--- src/rtl/boot_glue.sv ---
module boot_glue #(
  parameter int DW        = 8,
  parameter int AW        = 24,
  parameter int RAW       = 19,
  parameter logic [15:0] IO_LO   = 16'hC000,
  parameter logic [15:0] IO_HI   = 16'hC0FF,
  parameter logic [15:0] ROM_LO  = 16'hC100,
  parameter logic [15:0] FOLD_LO = 16'hD000,
  parameter int NBANKS    = 8,
  parameter int FOLD_BANK = 4,
  parameter logic [DW-1:0] CTL_RST = 8'h80,
  parameter int LOAD_BIT  = 7,
  parameter int WE_BIT    = 5
) (
  input  logic           clk,
  input  logic           rst_n,
  input  logic [DW-1:0]  ld_data,
  input  logic           ctl_stb,
  input  logic           buf_stb_n,
  input  logic           phi2,
  input  logic           cpu_rw,
  input  logic [AW-1:0]  cpu_addr,
  output logic           ram_ce_n,
  output logic           ram_we_n,
  output logic [RAW-1:0] ram_addr,
  output logic [DW-1:0]  cpu_dout,
  output logic           cpu_doe,
  output logic [DW-1:0]  ctl_bits
);
  localparam int BW  = AW - 16;
  localparam int HBW = RAW - 16;

  logic [DW-1:0] ctl_q, buf_q;
  logic          ctl_stb_q, buf_stb_q;

  always_ff @(posedge clk or negedge rst_n) begin
    if (!rst_n) begin
      ctl_q     <= CTL_RST;
      buf_q     <= '0;
      ctl_stb_q <= 1'b0;
      buf_stb_q <= 1'b1;
    end else begin
      ctl_stb_q <= ctl_stb;
      buf_stb_q <= buf_stb_n;
      if (ctl_stb && !ctl_stb_q)   ctl_q <= ld_data;
      if (buf_stb_n && !buf_stb_q) buf_q <= ld_data;
    end
  end

  wire [BW-1:0] bank = cpu_addr[AW-1:16];
  wire [15:0]   ofs  = cpu_addr[15:0];
  wire          load = ctl_q[LOAD_BIT];
  wire          b0   = (bank == '0);
  wire          io   = b0 && ofs >= IO_LO && ofs <= IO_HI;
  wire          rom  = b0 && ofs >= ROM_LO;
  wire          fold = b0 && ofs >= FOLD_LO;
  wire          inr  = (bank < BW'(NBANKS));
  wire          blk  = rom && ctl_q[WE_BIT] && !cpu_rw;
  wire          sel  = load ? !cpu_rw : (inr && !io && !blk);

  assign ram_ce_n = !sel;
  assign ram_we_n = !(sel && phi2 && !cpu_rw);
  assign ram_addr = (!load && fold) ? {HBW'(FOLD_BANK), ofs} : cpu_addr[RAW-1:0];
  assign cpu_doe  = load && phi2 && cpu_rw;
  assign cpu_dout = buf_q;
  assign ctl_bits = ctl_q;
endmodule

--- config.mk ---
export PLATFORM = sky130hd
export DESIGN_NAME = boot_glue
export DESIGN_NICKNAME = d
export VERILOG_FILES = /design/src/rtl/boot_glue.sv
export SDC_FILE = /design/constraint.sdc
export NUM_CORES = 1
export LEC_CHECK = 0
export ABC_CLOCK_PERIOD_IN_PS = 1200
export BUFFER_PORTS_ARGS = -buffer_cell sky130_fd_sc_hd__buf_4
export CAP_MARGIN = 20
export CORE_MARGIN = 2
export CORE_UTILIZATION = 33
export DETAILED_ROUTE_END_ITERATION = 16
export PLACE_DENSITY = 0.83
export SLEW_MARGIN = 20
export SYNTH_ARGS = -nofsm -noshare
export SYNTH_HDL_FRONTEND = slang
export SYNTH_SLANG_ARGS = --single-unit
--- constraint.sdc ---
create_clock -name clk -period 1.2 [get_ports clk]
set_input_delay 0.06 -clock clk [delete_from_list [all_inputs] [get_ports clk]]
set_output_delay 0.06 -clock clk [all_outputs]
set_load 0.02 [all_outputs]
After elaboration in Yosys (flattened, before gate mapping)
Index checks and enable logic that the tools add are counted.

operators by class
  reduce and logical (&&, ||, !) cells = 24
  multiply operators = 0
  muxes and demuxes = 2
  order comparisons = 5
  shifts and indexed selects = 0
  $add $sub $neg = 0
  divide/modulo/power cells = 0
  equal/unequal tests = 0
  bitwise operators = 0

operator list
  operator                                                              number
  16-bit >= comparator, second input constant                           3
  19-bit 2-to-1 mux                                                     1
  16-bit <= comparator, second input constant                           1
  1-bit logical AND                                                     15
  1-bit zero test                                                       8
  8-bit zero test                                                       1
  8-bit by 4-bit < comparator with 1-bit output, second input constant  1
  1-bit 2-to-1 mux                                                      1

word-level totals
  bits in latches = 0
  register bits = 18
  memory bits (writable) = 0
  memories = 0
  memory bits (read-only) = 0
  word-level logic and storage cells = 35

Longest topological paths before layout
  depth after elaboration = 10
  mapped depth = 3
  depth with buffers taken out = 3

Least setup slack after synthesis
OpenSTA, ideal clock, no wires.

  path type = register to output
  start point = register ctl_q[7], in the netlist ctl_bits[7]
  end point = output port ram_ce_n
  arrival = 1405 ps
  setup slack = -265 ps
  cell stages (with the launch flop) = 4
  cells stage by stage = dfstp_2 or4_4 o31ai_1 o21ai_0

on the way
  cells in the longest elaborated chain, start to end = 2

RTL lines
  element                 line  source
  from (decl)             33    logic [DW-1:0] ctl_q, buf_q;
  from (signal assigned)  45    if (ctl_stb && !ctl_stb_q) ctl_q <= ld_data;
  1-bit 2-to-1 mux        59    wire sel = load ? !cpu_rw : (inr && !io && !blk);
  1-bit zero test         61    assign ram_ce_n = !sel;
  to (decl)               23    output logic ram_ce_n,

No other way between the ends.

Worst setup path after layout
  start point = register ctl_q[7], in the netlist ctl_bits[7]
  end point = output port ram_addr[18]

on the way
  cells in the longest elaborated chain, start to end = 3

RTL lines
  element            line  source
  1-bit zero test    63    assign ram_addr = (!load && fold) ? {HBW'(FOLD_BANK), ofs} : cpu_addr[RAW-1:0];
  1-bit logical AND  63
  19-bit 2-to-1 mux  63
  to (decl)          25    output logic [RAW-1:0] ram_addr,

No other way between the ends.

==> flow_summary.toml <==
[route]
wl_mm = 2.18
drc = 0
firstDrtPassIters = 2
wire_per_inst_um = 14.2
drt_iter0_drc = 20
vias = 744
ant_nets = 0
drt-vias-per-instance = 4.83

[sta]
worstMarginPinSlew_ns = 0.400
rsz0062_at_grt = "yes"
final.min_clock_period_ns = 1.70
max_freq_mhz = 588
skew_ns = 0.00768
final_max_slew_viol_count = 0
hold_violations = 0
worst_slack_ns = -0.502
setup_viol = 6
fin_crit_sh = 1.42
slew_headroom = 0.729

[logic_synthesis]
synthMuxAreaShare = 0.203
ys_ff_latch = 18
yosys.area_share.simple = 0.0959
synth_top_cell_area_share = 0.451
synth_xor_area_frac = 0
yosys_warnings = 0
synth_area_leaders = "dfrtp_1, mux2_2, buf_4"
syn_inst = 71
synth_top_area_cell = "dfrtp_1"
synth_compound_area_frac = 0.0381
synth_nets = 109
synth_top_family_by_area = "multiplexers"
ys_seq_area_frac = 0.511
synth_cell_type_count = 19
synth-adder-area-share = 0
syn_avg_cell_area_um2 = 12.5
syn_area_um2 = 887

[floorplanning]
core_area_mm2 = 0.00252
die_area_mm2 = 0.00312
num_rows = 18
top_level_ports = 76
start_util = 0.352
die_height_um = 55.8
die_x_um = 55.8

[place]
hpwl_mm = 1.74
place_area_mm2 = 0.00127
routabilityCongestion = 0.753
placed_cells = 145
port_buffers = 59
place_ws_ns = -0.233

[min_path]
hold_class = "input pin to flip-flop"

[global_route]
grt_max_degree = 19
grt_pass1_wl_mm = 3.68
grt_pass1_vias = 815
antenna_found_initial = 0
overflow = 0
track_usage = 0.146

[clock_network]
worstSkewPairLatency_ns = 0.28
cts_buffer_depth = 2
cts_root_buf = "clkbuf_4"
tritoncts = "built"
h-tree-depth = 1
cts_sinks = 18
cts_buffers = 3
clk_pin_slew_ns = 0.10

[power]
powerDensity_mw_per_mm2 = 1200
p_seq_frac = 0.437
p_sw_frac = 0.292
pwr-share-clk = 0.211
vdd_ir_drop_max_v = 0.000806
p_sw_mw = 0.496
comb_power_share = 0.352
p_int_mw = 1.21
totalPowerFinal_mw = 1.70
p_leak_nw = 0.703

[final_layout]
final_area_mm2 = 0.00142
final_cells = 154
fin_nets = 163
drive_above_1_share = 0.734
antenna_cells = 0
area_delta_synth_final_pct = 60.2

[worst_setup_path]
crit_path_start_kind = "flip-flop"
slowest_delay_ns = 0.44
crit_path_top_delay_cell = "or4_4"
worstPathMaxFanout = 2
required_ns = 1.14
setup.worst_path.end_class = "output pin"
cp_data_arrival_time_ns = 1.64
cp_num_buf_inv = 1
crit_type = "flip-flop to output pin"
path_cells = "or4_4 -> nor4_2 -> a31o_1 -> buf_6"
crit_family = "simple AND/OR/NAND/NOR gates"

[outcome]
violations = "setup timing"
status = "finished with violations"

[job]
cap_violations = 0
[logic make-up after synthesis]
kind of cell / count (synthesis)
AO/OA/AOI/OAI: 5
multiplexers: 16
AND/OR/NAND/NOR: 12
flip-flops: 18
buffers and inverters: 20
[cell usage in the layout, fill, tap and decap left out, types with 2 or more instances in the layout]
cell type,count
buf_4,61
buf_6,3
clkbuf_4,3
dfrtp_1,16
dfstp_2,2
dlygate4sd3_1,5
mux2_2,8
mux2_4,8
nor2b_1,2
[routing by layer]
| metal | up-vias | wire [µm] | track usage |
|---|---|---|---|
| li1 | 335 | - | - |
| met1 | 357 | 753 | 0.145 |
| met2 | 48 | 1190 | 0.287 |
| met3 | 4 | 239 | 0.0442 |
| met4 | 0 | 5 | 0.0408 |
| met5 | - | 0 | 0 |
[power groups by stage]
stage	Clock [mW]	Combinational [mW]	Sequential, mW
after global placement	0	0.544	0.744
after detailed placement	0	0.554	0.752
after CTS	0.381	0.594	0.744
final	0.358	0.600	0.743
after floorplan	0	0.211	0.847
after global routing	0.404	0.635	0.756
[Yosys cell counts]
library cell / number
dfrtp_1: 16
a21oi_1: 1
dfstp_2: 2
nor4_2: 1
nor2b_1: 3
nand2b_1: 2
nor4_1: 1
buf_4: 16
or4_4: 1
and3_1: 1
clkbuf_1: 4
a31o_1: 1
o21ai_0: 1
nor2_1: 1
mux2_2: 16
o211ai_1: 1
nor4b_1: 1
nand3_1: 1
o31ai_1: 1
[flip-flops by register name, summed over array words and instances, names as in the netlist]
signal / cells
ctl_stb_q: 1
ctl_bits: 8
cpu_dout: 8
buf_stb_q: 1
[stage by stage]
stage               utilization  hold slack, ns  setup TNS [ns]
global placement          0.505         -0.0666          -0.524
global route              0.563         0.00473           -1.92
detailed placement        0.505         -0.0569          -0.709
finish                    0.563          0.0127           -1.52
CTS                       0.554        0.000677           -1.60
floorplan                     -          -0.236          -0.425
[final timing paths]
check / slack (ns) / cells after the start / from / endpoint
min in group asynchronous: 0.17 / 2 / rst_n / ctl_bits[1]
worst max register to register: -0.01 / 3 / buf_stb_q / cpu_dout[6]
worst min-delay path: 0.01 / 2 / ld_data[1] / cpu_dout[1]
worst max-delay path: -0.50 / 4 / ctl_bits[7] / ram_addr[18]
worst min register to register: 0.52 / 1 / ctl_bits[4] / ctl_bits[4]
max in group asynchronous: 0.78 / 2 / rst_n / buf_stb_q
[what timing repair did]
| action | CTS | global route |
|---|---|---|
| endpoints found under the hold margin | 21 | 1 |
| hold buffers | 4 | 1 |
| resized for setup | 10 | 4 |
| buffers inserted | 0 | 0 |
| pin swaps | 1 | 0 |
| endpoints found under the setup margin | 12 | 19 |
| cloned | 0 | 0 |
[area by class of cell]
| class | count | area [µm²] |
|---|---|---|
| sequential | 18 | 453 |
| multi-input combinational | 33 | 353 |
| timing repair buffer | 69 | 542 |
| clock buffer | 4 | 36.3 |
| tap | 30 | 37.5 |
| fill | 224 | 1100 |
Power figures use the tool's default switching activity.
